--- src/rtl/lpc_rd_pkg.sv ---
package lpc_rd_pkg;

    // Bus phases seen from the target side; numbering follows the clock order
    typedef enum logic [3:0] {
        S_IDLE  = 4'd0,   // waiting for a start field
        S_TYPE  = 4'd1,   // cycle-type nibble expected
        S_ADDR  = 4'd2,   // address nibbles arriving
        S_HTAR  = 4'd3,   // host-owned turnaround clock
        S_TTAR  = 4'd4,   // target takes the bus
        S_SYNC  = 4'd5,   // ready code on the bus
        S_DATA  = 4'd6,   // data nibbles on the bus
        S_BTAR0 = 4'd7,   // target drives ones before release
        S_BTAR1 = 4'd8    // bus released back to the host
    } lpc_st_e;

    localparam logic [3:0] NIB_ZERO  = 4'b0000;
    localparam logic [3:0] NIB_ONES  = 4'b1111;
    localparam logic [3:0] TYPE_MASK = 4'b1110;
    localparam logic [3:0] TYPE_MRD  = 4'b0100;

endpackage

--- src/rtl/lpc_rd_hdr_dec.sv ---
module lpc_rd_hdr_dec
    import lpc_rd_pkg::*;
(
    input  logic       frame_n,
    input  logic [3:0] lad,
    output logic       start_hit,
    output logic       rd_type
);

    // A start field is a zero nibble under an asserted frame strobe
    always_comb begin
        start_hit = !frame_n && (lad == NIB_ZERO);
    end

    // Memory read: bits 3:2 = 01, bit 1 = 0; bit 0 masked off
    always_comb begin
        rd_type = ((lad & TYPE_MASK) == TYPE_MRD);
    end

endmodule

--- src/rtl/lpc_rd_addr_col.sv ---
module lpc_rd_addr_col #(
    parameter int ADDR_NIBS = 8
) (
    input  logic                   clk,
    input  logic                   rst_n,
    input  logic                   shift_en,
    input  logic [3:0]             nib,
    output logic [4*ADDR_NIBS-1:0] addr,
    output logic                   last
);

    localparam int ADDR_W = 4 * ADDR_NIBS;
    localparam int CNT_W  = (ADDR_NIBS > 1) ? $clog2(ADDR_NIBS) : 1;
    localparam logic [CNT_W-1:0] CNT_LAST = CNT_W'(ADDR_NIBS - 1);

    typedef struct packed {
        logic [ADDR_W-1:0] addr;
        logic [CNT_W-1:0]  cnt;
    } col_t;

    col_t q, d;

    // Most-significant nibble arrives first, so shift toward the top
    always_comb begin
        d = q;
        if (!shift_en) begin
            d.cnt = '0;
        end else begin
            d.addr = {q.addr[ADDR_W-5:0], nib};
            d.cnt  = q.cnt + CNT_W'(1);
        end
    end

    always_ff @(posedge clk) begin
        if (!rst_n) begin
            q <= '0;
        end else begin
            q <= d;
        end
    end

    assign addr = q.addr;
    assign last = shift_en && (q.cnt == CNT_LAST);

endmodule

--- src/rtl/lpc_rd_ctrl.sv ---
module lpc_rd_ctrl
    import lpc_rd_pkg::*;
#(
    parameter int DATA_NIBS = 2
) (
    input  logic                   clk,
    input  logic                   rst_n,
    input  logic                   frame_n,
    input  logic                   start_hit,
    input  logic                   rd_type,
    input  logic                   addr_last,
    input  logic [4*DATA_NIBS-1:0] mem_data,
    output lpc_st_e                st,
    output logic                   lad_oe,
    output logic [3:0]             lad_out,
    output logic                   mem_rd
);

    localparam int DATA_W = 4 * DATA_NIBS;
    localparam int DCW    = (DATA_NIBS > 1) ? $clog2(DATA_NIBS) : 1;
    localparam logic [DCW-1:0] DCNT_LAST = DCW'(DATA_NIBS - 1);

    typedef struct packed {
        lpc_st_e           st;
        logic [DCW-1:0]    dcnt;
        logic [DATA_W-1:0] data;
        logic              oe;
        logic [3:0]        out;
        logic              rd;
    } ctrl_t;

    localparam ctrl_t CTRL_RST = '{st: S_IDLE, dcnt: '0, data: '0,
                                   oe: 1'b0, out: NIB_ONES, rd: 1'b0};

    ctrl_t q, d;

    always_comb begin
        d    = q;
        d.rd = 1'b0;
        if (start_hit) begin
            // new start field wins over anything in flight
            d.st   = S_TYPE;
            d.dcnt = '0;
        end else if (!frame_n) begin
            // frame strobe without a zero nibble drops the cycle
            d.st = S_IDLE;
        end else begin
            unique case (q.st)
                S_TYPE:  d.st = rd_type ? S_ADDR : S_IDLE;
                S_ADDR: begin
                    if (addr_last) begin
                        d.st = S_HTAR;
                        d.rd = 1'b1;
                    end
                end
                S_HTAR:  d.st = S_TTAR;
                S_TTAR: begin
                    d.st   = S_SYNC;
                    d.data = mem_data;
                end
                S_SYNC: begin
                    d.st   = S_DATA;
                    d.dcnt = '0;
                end
                S_DATA: begin
                    if (q.dcnt == DCNT_LAST) begin
                        d.st = S_BTAR0;
                    end else begin
                        d.dcnt = q.dcnt + DCW'(1);
                    end
                end
                S_BTAR0: d.st = S_BTAR1;
                default: d.st = S_IDLE;
            endcase
        end

        // Pad controls are registered alongside the phase they belong to
        d.oe  = 1'b0;
        d.out = NIB_ONES;
        unique case (d.st)
            S_TTAR, S_BTAR0: begin
                d.oe  = 1'b1;
                d.out = NIB_ONES;
            end
            S_SYNC: begin
                d.oe  = 1'b1;
                d.out = NIB_ZERO;
            end
            S_DATA: begin
                d.oe  = 1'b1;
                d.out = d.data[{d.dcnt, 2'b00} +: 4];           // low nibble first
            end
            default: begin
                d.oe  = 1'b0;
                d.out = NIB_ONES;
            end
        endcase
    end

    always_ff @(posedge clk) begin
        if (!rst_n) begin
            q <= CTRL_RST;
        end else begin
            q <= d;
        end
    end

    assign st      = q.st;
    assign lad_oe  = q.oe;
    assign lad_out = q.out;
    assign mem_rd  = q.rd;

endmodule

--- src/rtl/lpc_rd_target.sv ---
module lpc_rd_target
    import lpc_rd_pkg::*;
#(
    parameter int ADDR_NIBS = 8,
    parameter int DATA_NIBS = 2
) (
    input  logic                   clk,
    input  logic                   rst_n,
    input  logic                   frame_n,
    input  logic [3:0]             lad_in,
    output logic [3:0]             lad_out,
    output logic                   lad_oe,
    output logic                   mem_rd,
    output logic [4*ADDR_NIBS-1:0] mem_addr,
    input  logic [4*DATA_NIBS-1:0] mem_data
);

    localparam int ADDR_W = 4 * ADDR_NIBS;

    logic              start_hit;
    logic              rd_type;
    logic              addr_last;
    logic              shift_en;
    logic [ADDR_W-1:0] addr;
    lpc_st_e           st;

    lpc_rd_hdr_dec u_hdr (
        .frame_n   (frame_n),
        .lad       (lad_in),
        .start_hit (start_hit),
        .rd_type   (rd_type)
    );

    assign shift_en = (st == S_ADDR) && frame_n;

    lpc_rd_addr_col #(
        .ADDR_NIBS (ADDR_NIBS)
    ) u_addr (
        .clk      (clk),
        .rst_n    (rst_n),
        .shift_en (shift_en),
        .nib      (lad_in),
        .addr     (addr),
        .last     (addr_last)
    );

    lpc_rd_ctrl #(
        .DATA_NIBS (DATA_NIBS)
    ) u_ctrl (
        .clk       (clk),
        .rst_n     (rst_n),
        .frame_n   (frame_n),
        .start_hit (start_hit),
        .rd_type   (rd_type),
        .addr_last (addr_last),
        .mem_data  (mem_data),
        .st        (st),
        .lad_oe    (lad_oe),
        .lad_out   (lad_out),
        .mem_rd    (mem_rd)
    );

    assign mem_addr = addr;

endmodule

--- config.mk ---
export PLATFORM = sky130hd
export DESIGN_NAME = lpc_rd_target
export DESIGN_NICKNAME = d
export VERILOG_FILES = /design/src/rtl/lpc_rd_pkg.sv /design/src/rtl/lpc_rd_hdr_dec.sv /design/src/rtl/lpc_rd_addr_col.sv /design/src/rtl/lpc_rd_ctrl.sv /design/src/rtl/lpc_rd_target.sv
export SDC_FILE = /design/constraint.sdc
export NUM_CORES = 1
export LEC_CHECK = 0
export CAP_MARGIN = 20
export CORE_AREA = 4 4 64 78
export CTS_BUF_LIST = sky130_fd_sc_hd__clkbuf_8 sky130_fd_sc_hd__clkbuf_16
export CTS_CLUSTER_DIAMETER = 60
export DETAILED_ROUTE_END_ITERATION = 6
export DIE_AREA = 0 0 68 82
export DONT_BUFFER_PORTS = 1
export PLACE_DENSITY_LB_ADDON = 0.12
export REMOVE_ABC_BUFFERS = 1
export SYNTH_ARGS = -nofsm -noshare
export SYNTH_HDL_FRONTEND = slang
export SYNTH_HIERARCHICAL = 1
export SYNTH_SLANG_ARGS = --single-unit
--- constraint.sdc ---
create_clock -name clk -period 2.8 [get_ports clk]
set_input_delay 0.56 -clock clk [delete_from_list [all_inputs] [get_ports clk]]
set_output_delay 0.56 -clock clk [all_outputs]
set_load 0.005 [all_outputs]
; Yosys cells after proc, flatten, opt, wreduce, memory -nomap -nowiden
; Cells that the tools add are included.
[classes]
reduce_logical = 8
n_eq_ne = 13
add_sub_neg = 2
bitwise_logic = 3
n_shift = 1
mux = 13
[op_table]
columns = operator, n
row1 = "4-bit by 3-bit equality test with 1-bit output, second input constant", 8
row2 = 4-bit case mux with 7 select lines, 1
row3 = 8-bit two-way mux, 2
row4 = 5-bit case mux with 3 select lines, 1
row5 = 4-bit two-way mux, 3
row6 = 9-bit two-way mux, 1
row7 = "4-bit by 2-bit equality test with 1-bit output, second input constant", 2
row8 = 8-bit by 4-bit variable part select with 4-bit output, 1
row9 = 5-bit two-way mux, 1
row10 = "4-bit by 1-bit equality test with 1-bit output, second input constant", 1
row11 = 4-bit zero test, 1
row12 = 4-bit OR reduction, 1
row13 = "3-bit by 1-bit adder with 3-bit output, second input constant", 1
row14 = "3-bit by 2-bit equality test with 1-bit output, second input constant", 1
row15 = "3-bit equality test, second input constant", 1
row16 = 1-bit logical AND, 3
row17 = 1-bit inverter, 3
row18 = 1-bit two-way mux, 2
row19 = 2-bit two-way mux, 1
row20 = 1-bit case mux with 2 select lines, 1
row21 = 2-bit AND reduction, 1
row22 = 2-bit OR reduction, 1
row23 = "1-bit adder, second input constant", 1
row24 = 1-bit zero test, 1
[word_totals]
wordCells = 48
out_inout_bits = 38
ff_bits = 54

; Depth between registers and ports, before layout
; Gate-level depths: netlist of run 1.
[depth]
ltp_word = 10
ltp_mapped = 11
depth_no_buf = 8

; Cells and area by module
; Netlist of run 1, hierarchy kept.
[modules_own_cells]
columns = module, seq_area_each_um2, n_inst, cells_per_inst, area_each_um2
row1 = lpc_rd_addr_col, 700.7, 1, 145, 1595.3
row2 = lpc_rd_ctrl, 380.4, 1, 104, 942.2
row3 = lpc_rd_hdr_dec, 0.0, 1, 3, 18.8
row4 = lpc_rd_target, 0.0, 1, 2, 16.3

; Worst setup path before layout of run 1
; Ideal clock, no wire load.
[synth_path]
path_type = input port to flip-flop
from = input lad_in[1]
to = register u_ctrl.q, in the netlist u_ctrl/lad_out[0]
path_slack_ps = 540
required_time_ps = 2685
cell_stages = 5
arrival_ps = 2144
cell_sequence = or4_1 > nor2_1 > nor4_4 > or3_1 > a31o_1
[synth_rtl]
columns = element, line
row1 = from (decl), lpc_rd_target.sv:10  ; input logic [3:0] lad_in,
row2 = 4-bit zero test (*), lpc_rd_hdr_dec.sv:12  ; start_hit = !frame_n && (lad == NIB_ZERO);
row3 = 1-bit logical AND (*), lpc_rd_hdr_dec.sv:12
row4 = named net start_hit, lpc_rd_target.sv:20  ; logic start_hit;
row5 = branches (longest 3 deep; another with 8-bit two-way mux), -
row6 = 5-bit case mux with 3 select lines (*), lpc_rd_ctrl.sv:80  ; unique case (d.st)
row7 = to (signal assigned), lpc_rd_ctrl.sv:102  ; q <= CTRL_RST;
row8 = to (signal assigned), lpc_rd_ctrl.sv:104  ; q <= d;
row9 = to (decl), lpc_rd_ctrl.sv:35  ; ctrl_t q, d;
; Mark *: on every way through the listed nets, which the timed path passes.
; A chain may end at the register's enable or synchronous reset.

; Final worst setup path of run 1
[layout_path]
from = register u_ctrl.q, in the netlist u_ctrl/st[1]
to = register u_ctrl.q, in the netlist u_ctrl/lad_out[1]
[layout_via]
elab_chain_len = 10
[layout_rtl]
columns = element, line
row1 = 4-bit by 2-bit equality test with 1-bit output (*), lpc_rd_target.sv:34  ; assign shift_en = (st == S_ADDR) && frame_n;
row2 = 1-bit logical AND (*), lpc_rd_target.sv:34
row3 = named net shift_en, lpc_rd_target.sv:23  ; logic shift_en;
row4 = 1-bit logical AND (*), lpc_rd_addr_col.sv:43  ; assign last = shift_en && (q.cnt == CNT_LAST);
row5 = named net addr_last, lpc_rd_target.sv:22  ; logic addr_last;
row6 = 4-bit two-way mux (*), lpc_rd_ctrl.sv:51  ; if (addr_last) begin
row7 = 4-bit case mux with 7 select lines (*), lpc_rd_ctrl.sv:48  ; unique case (q.st)
row8 = 4-bit two-way mux (*), lpc_rd_ctrl.sv:44  ; end else if (!frame_n) begin
row9 = 5-bit two-way mux (*), lpc_rd_ctrl.sv:40  ; if (start_hit) begin
row10 = 4-bit by 3-bit equality test with 1-bit output, lpc_rd_ctrl.sv:80
row11 = 2-bit OR reduction, lpc_rd_ctrl.sv:80
row12 = 5-bit case mux with 3 select lines (*), lpc_rd_ctrl.sv:80
; Mark *: on every way through the listed nets, which the timed path passes. The rest lies on a longest branch.

==> results of run 1 <==
how the worst min path moves through the flow:
stage                                          to  slack [ns]  cells past startpoint
final                     u_ctrl/st[0]$_SDFF_PN0_        0.39                      1
after global placement     u_addr/q[0]$_SDFF_PN0_        0.40                      1
after floorplan            u_addr/q[0]$_SDFF_PN0_        0.40                      1
after detailed placement   u_addr/q[0]$_SDFF_PN0_        0.41                      1
after CTS                 u_ctrl/st[0]$_SDFF_PN0_        0.37                      1
after global routing      u_ctrl/st[0]$_SDFF_PN0_        0.37                      1
sequential cells by signal, summed over array words and instances, names as in the netlist:
signal and flops:
u_addr/addr 32, u_ctrl/q 9, u_ctrl/lad_out 4, u_ctrl/st 4, u_addr/q 3, u_ctrl/lad_oe 1, u_ctrl/mem_rd 1
worst max-delay path, stage by stage, from the launching register on:
cell     delay (ns)
dfxtp_1        0.60
nand2_1        0.16
nor4_4         0.17
and2_1         0.18
a21oi_1        0.11
nor4_2         0.29
nor3_1         0.10
o31ai_2        0.34
a31o_1         0.16
kinds of logic after synthesis:
kind of cell             synth area share
AO/OA/AOI/OAI                      0.0603
XOR/XNOR                          0.00341
adder cells (fa/ha/maj)           0.00973
buffers and inverters               0.161
flip-flops                          0.420
multiplexers                        0.125
AND/OR/NAND/NOR                     0.220
area by class of cell:
cell class	instances	area (µm²)	share of cell area
clock buffers	5	68.8	0.0296
well taps	56	70.1	0.0301
flip-flops and latches	54	1080	0.465
clock inverters	2	7.51	0.00323
multi-input cells	148	1080	0.466
repair buffers	2	15.0	0.00645
per-layer routing:
layer	track usage	part of all wire
met1	0.172	0.41
met2	0.249	0.49
met3	0.0725	0.084
met4	0.0596	0.013
met5	0	0
cell usage in the layout (no fill, tap or decap), drive strengths merged, types with 2 or more instances in the layout:
master	instances
or4	2
and3	2
nor4	4
mux2i	32
inv	2
a21oi	3
nor2	9
nand2	23
dfxtp	54
o21ai	2
and2	2
or3	4
ha	2
clkbuf	5
nor3	3
a31o	4
buf	2
nor2b	35
a21boi	8
power groups by stage:
| stage | Clock (mW) | Combinational, mW | Sequential, mW |
|---|---|---|---|
| detailed placement | 0 | 0.0148 | 0.786 |
| CTS | 0.408 | 0.0148 | 0.768 |
| finish | 0.389 | 0.0148 | 0.768 |
| global route | 0.444 | 0.0153 | 0.768 |
| global placement | 0 | 0.0147 | 0.786 |
| floorplan | 0 | 0.0137 | 0.786 |
==> results_dict.tcl, run 1 <==
set metrics [dict create \
    outcome "finished clean" \
    syn-cell-area_um2 2570 \
    grt_pass1_vias 1394 \
    peakVddDrop_mv 0.411 \
    hold_ws_ns 0.388 \
    drcViolationCount 0 \
    hold_viol_final 0 \
    yosysSeqAreaShare 0.420 \
    syn_inst 254 \
    clkPwrFrac 0.332 \
    r2r-end "u_ctrl/lad_out[1]$_SDFF_PN1_" \
    drt-initial-drc-count 104 \
    r2r_start "u_ctrl/st[1]$_SDFF_PN0_" \
    rows 26 \
    combinationalPowerShare 0.013 \
    vias 1426 \
    crit_start "u_ctrl/st[1]$_SDFF_PN0_" \
    drt_wl_total_mm 3.96 \
    grt_max_degree 48 \
    grt_usage 0.153 \
    stdcell_area_um2 2330 \
    grt_pass1_wl_mm 6.51 \
    post_cts_buffers 0 \
    grt_overflow 0 \
    rsz0062_at_grt "false" \
    antenna_found_initial 0 \
    die-area_um2 5580 \
    design_power_total_mw 1.17 \
    setup.worst_path.end "u_ctrl/lad_out[1]$_SDFF_PN1_" \
    min_period_over_period 0.774 \
    async_flop_share 0 \
    cts_buffers 5 \
    globalplace.congestion 0.869 \
    ys_top_cells_by_count "dfxtp_1, buf_4, nor2b_1" \
    fmax_ghz 0.461 \
    placedInstanceArea_um2 2250 \
    die_h_um 82 \
    synth_top_area_share 0.420 \
    clock_tree.buffer_depth 2 \
    hold_start "rst_n" \
    cp.arrival_ns 2.41 \
    clock_tree.root_cell "clkbuf_8" \
    final-max-slew-violation-count 0 \
    rrSetupSlack_ns 0.63 \
    port_buffers 0 \
    nFillCells 367 \
    path_clk_slew_ns 0.09 \
    crit_path_start_kind "flip-flop" \
    drive_gt1_frac 0.0806 \
    synth.most_common_cell "dfxtp_1" \
    synth-edff-count 0 \
    drt_pre_antenna_iters 3 \
    worst_slew_pin_slew_ns 0.680 \
    yosysTopAreaCell "dfxtp_1" \
    cts_tree "done" \
    crit_type "reg2reg" \
    ctsResizeCount 0 \
    cts_hold_buf 0 \
    clock-sinks 54 \
    dp_cells 260 \
    pre_cts_ws_ns 0.629 \
    yosysWarnings 6 \
    io_pins 53 \
    drv_cap 0 \
    p_sw_mw 0.228 \
    fin_crit_ns 2.17 \
    insertion_delay_ns 0.29 \
    setup_viol 0 \
    slew_headroom 0.543 \
    switching_share 0.195 \
    ys_ff_latch 54 \
    worstPathRequired_ns 3.04 \
    skew_ns 0.00703 \
    postSynthAreaPerCell_um2 10.1 \
    worst_setup_path_end_kind "flip-flop" \
    hold_class "in2reg" \
    final_util 0.550 \
    diodes 0 \
    powerDensity_nw_per_um2 504 \
    wl_per_cell_um 14.8 \
    htreeDepth 2 \
    finalNonFillerCells 267 \
    vias_per_cell 5.34 \
    synthDistinctLibCells 39 \
    dp_hpwl_mm 2.83 \
    die_w_um 68 \
    core_area_um2 4230 \
    layout-area-overhead-vs-synth_pct -9.53 \
    cp_max_fo 12 \
    p_seq_frac 0.655 \
    initial_core_util 0.608 \
    ys.flop_type "dfxtp_1" \
    postLayoutSetupSlackWorst_ns 0.632 \
    nets 228 \
    synth_area_leaders "dfxtp_1, mux2i_1, buf_4" \
    p_int_mw 0.944 \
    power_leakage_nw 0.758 \
    rr_worst_depth 8 \
    totalNegativeSetupSlack_ns 0 \
    antenna_left 0 \
]
No activity file was read; power rests on OpenSTA's default activity.
==> run 2: changes to the inputs <==
--- a/config.mk
+++ b/config.mk
@@ -5,12 +5,13 @@
 export SDC_FILE = /design/constraint.sdc
 export NUM_CORES = 1
 export LEC_CHECK = 0
+export ABC_AREA = 1
 export CAP_MARGIN = 20
-export CORE_AREA = 4 4 64 78
+export CORE_AREA = 4 4 68 83
 export CTS_BUF_LIST = sky130_fd_sc_hd__clkbuf_8 sky130_fd_sc_hd__clkbuf_16
 export CTS_CLUSTER_DIAMETER = 60
 export DETAILED_ROUTE_END_ITERATION = 6
-export DIE_AREA = 0 0 68 82
+export DIE_AREA = 0 0 72 87
 export DONT_BUFFER_PORTS = 1
 export PLACE_DENSITY_LB_ADDON = 0.12
 export REMOVE_ABC_BUFFERS = 1
==> constraint.sdc (replaced) <==
create_clock -name clk -period 1.81 [get_ports clk]
set_input_delay 0.362 -clock clk [delete_from_list [all_inputs] [get_ports clk]]
set_output_delay 0.362 -clock clk [all_outputs]
set_load 0.005 [all_outputs]
==> results_dict.tcl, run 2 <==
set metrics [dict create \
    outcome "finished clean" \
    r2r_start "u_addr/q[0]$_SDFF_PN0_" \
    antenna_found_initial 0 \
    port_buffers 0 \
    layout.cells.most_common "nand2_1" \
    crit_buf_inv 1 \
    min_period_over_period 0.870 \
    clock_tree.root_cell "clkbuf_8" \
    stdcell_area_um2 2520 \
    rrSetupSlack_ns 0.24 \
    grt_use_met1 0.178 \
    met2_usage 0.266 \
    vias_per_cell 4.57 \
    drt_pre_antenna_iters 4 \
    cts_buffers 5 \
    layout-area-overhead-vs-synth_pct -6.36 \
    yosysSeqAreaShare 0.401 \
    synth.most_common_cell "nand2_1" \
    cp_max_fo 4 \
    die_w_um 72 \
    critPathMaxStageDelay_ns 0.33 \
    initial_core_util 0.557 \
    dp_hpwl_mm 3.23 \
    io_pins 53 \
    htreeDepth 2 \
    skew_ns 0.00737 \
    clock_tree.buffer_depth 2 \
    final-max-slew-violation-count 0 \
    syn_inst 406 \
    ys_top_cells_by_count "nand2_1, nor2_1, dfxtp_1, inv_1, buf_4" \
    power_leakage_nw 1.07 \
    peakVddDrop_mv 0.410 \
    totalNegativeSetupSlack_ns 0 \
    grt_pass1_vias 1761 \
    insertion_delay_ns 0.30 \
    drcViolationCount 0 \
    core_area_um2 4830 \
    path_cells "ha_1, ha_1, nand2_1, inv_1, nand3_1, nor2_1, nor2_1, nand4_1, a21oi_2, nand2_1" \
    fin_crit_ns 1.57 \
    grt_usage 0.156 \
    rsz0062_at_grt "false" \
    die-area_um2 6260 \
    grt_use_met3 0.0485 \
    rows 28 \
    placedInstanceArea_um2 2410 \
    final_util 0.522 \
    wl_per_cell_um 10.7 \
    synth_top_area_share 0.401 \
    crit_path_start_kind "flip-flop" \
    diodes 0 \
    async_flop_share 0 \
    slew_headroom 0.606 \
    final_cell_mix "nand2_1, nor2_1, inv_1, dfxtp_1, nand3_1" \
    synth-edff-count 0 \
    antenna_left 0 \
    largest_register_ffs 32 \
    drive_gt1_frac 0.0604 \
    crit_type "reg2reg" \
    grt_max_degree 66 \
    postSynthAreaPerCell_um2 6.64 \
    grt_overflow 0 \
    nets 380 \
    cpMaxStageDelayCell "dfxtp_1" \
    ys.flop_type "dfxtp_1" \
    min_path_cells 2 \
    fmax_ghz 0.635 \
    top_usage_layer "met2" \
    worst_slew_pin_slew_ns 0.592 \
    worstPathRequired_ns 2.00 \
    clock-sinks 54 \
    drv_cap 0 \
    synthDistinctLibCells 21 \
    powerDensity_nw_per_um2 773 \
    hold_start "rst_n" \
    drt-initial-drc-count 144 \
    r2r-end "u_ctrl/lad_out[0]$_SDFF_PN1_" \
    grt_pass1_wl_mm 7.68 \
    dp_cells 416 \
    worst_setup_path_end_kind "flip-flop" \
    hold_class "in2reg" \
    worstHoldEndpoint "u_addr/addr[8]$_SDFFE_PN0P_" \
    post_cts_buffers 0 \
    finalNonFillerCells 424 \
    synth_area_leaders "dfxtp_1, nand2_1, buf_4" \
    critPathTopFamily "simple AND/OR/NAND/NOR gates" \
    cp.arrival_ns 1.77 \
    cts_tree "done" \
    syn-cell-area_um2 2690 \
    hold_viol_final 0 \
    setup_viol 0 \
    die_h_um 87 \
    yosysTopAreaCell "dfxtp_1" \
    rr_worst_depth 10 \
    ys_ff_latch 54 \
    path_clk_slew_ns 0.09 \
    yosysWarnings 6 \
    vias 1939 \
    drt_wl_total_mm 4.55 \
    globalplace.congestion 0.845 \
]
run 2: changes by cell type in the layout (fill, tap and decap cells not counted), sizes merged, moves of 7 or more:
| cell | previous run | this run |
|---|---|---|
| nand3 | 1 | 15 |
| nor2 | 9 | 88 |
| a21boi | 8 | 0 |
| nand2 | 23 | 124 |
| inv | 2 | 55 |
| mux2i | 32 | 0 |
| nor2b | 35 | 0 |
| a21oi | 3 | 10 |
run 2: cell families (layout without fill, tap and decap cells):
family,count (synthesis),after routing,share of synthesized area
buffers and inverters,107,65,0.216
flip-flops,54,54,0.401
AO/OA/AOI/OAI,13,13,0.0311
adder cells (fa/ha/maj),2,2,0.00929
AND/OR/NAND/NOR,230,230,0.342
run 2: through the flow:
step	hold slack [ns]	setup WS [ns]	power (mW)
after detailed placement	0.419	0.217	1.25
after floorplan	0.399	-0.811	1.25
final	0.169	0.236	1.95
after CTS	0.152	0.202	1.99
after global placement	0.410	0.186	1.25
after global routing	0.153	0.0119	2.04
run 2: metal layers:
metal / routed length (µm) / up-vias
met5: 0 / -
met3: 335 / 5
met1: 1940 / 816
met2: 2200 / 49
met4: 73 / 0
li1: - / 1069
run 2: what timing repair did:
action                     in CTS  in global routing
hold buffers                    0                  0
setup endpoints to repair       0                  4
gates resized for setup         0                  2
run 2: layout make-up:
class                      count  area [µm²]
fill                         506        2310
sequential                    54        1080
clock inverter                 1        8.76
timing repair buffer           2        15.0
multi-input combinational    245        1040
clock buffer                   7        96.3
inverter                      55         206
tap                           60        75.1
run 2: worst max-delay path by stage:
stage | from | end | cells after the start
6_report | u_addr/q[0]$_SDFF_PN0_ | u_ctrl/lad_out[0]$_SDFF_PN1_ | 10
5_1_grt | u_addr/q[0]$_SDFF_PN0_ | u_ctrl/lad_out[0]$_SDFF_PN1_ | 11
4_1_cts | u_addr/q[0]$_SDFF_PN0_ | u_ctrl/lad_out[2]$_SDFF_PN1_ | 11
3_5_place_dp | lad_in[3] | u_ctrl/lad_out[2]$_SDFF_PN1_ | 9
3_3_place_gp | u_ctrl/st[1]$_SDFF_PN0_ | u_ctrl/lad_out[2]$_SDFF_PN1_ | 11
2_1_floorplan | u_ctrl/st[1]$_SDFF_PN0_ | u_ctrl/lad_out[0]$_SDFF_PN1_ | 11
run 2: worst reg2reg max path, delay by kind of cell, from the launching register on:
family,cells,cell delay [ns]
adder cells (fa/ha/maj),2,0.37
AO/OA/AOI/OAI,1,0.21
buffers and inverters,1,0.05
flip-flops,1,0.33
AND/OR/NAND/NOR,6,0.51
run 2: power by group:
group | internal [mW] | total [mW] | leakage [nW] | switching [mW]
clock network | 0.351 | 0.723 | 0.0544 | 0.372
registers | 1.19 | 1.19 | 0.435 | 0.000222
logic | 0.0148 | 0.0387 | 0.580 | 0.0239
total | 1.55 | 1.95 | 1.07 | 0.396
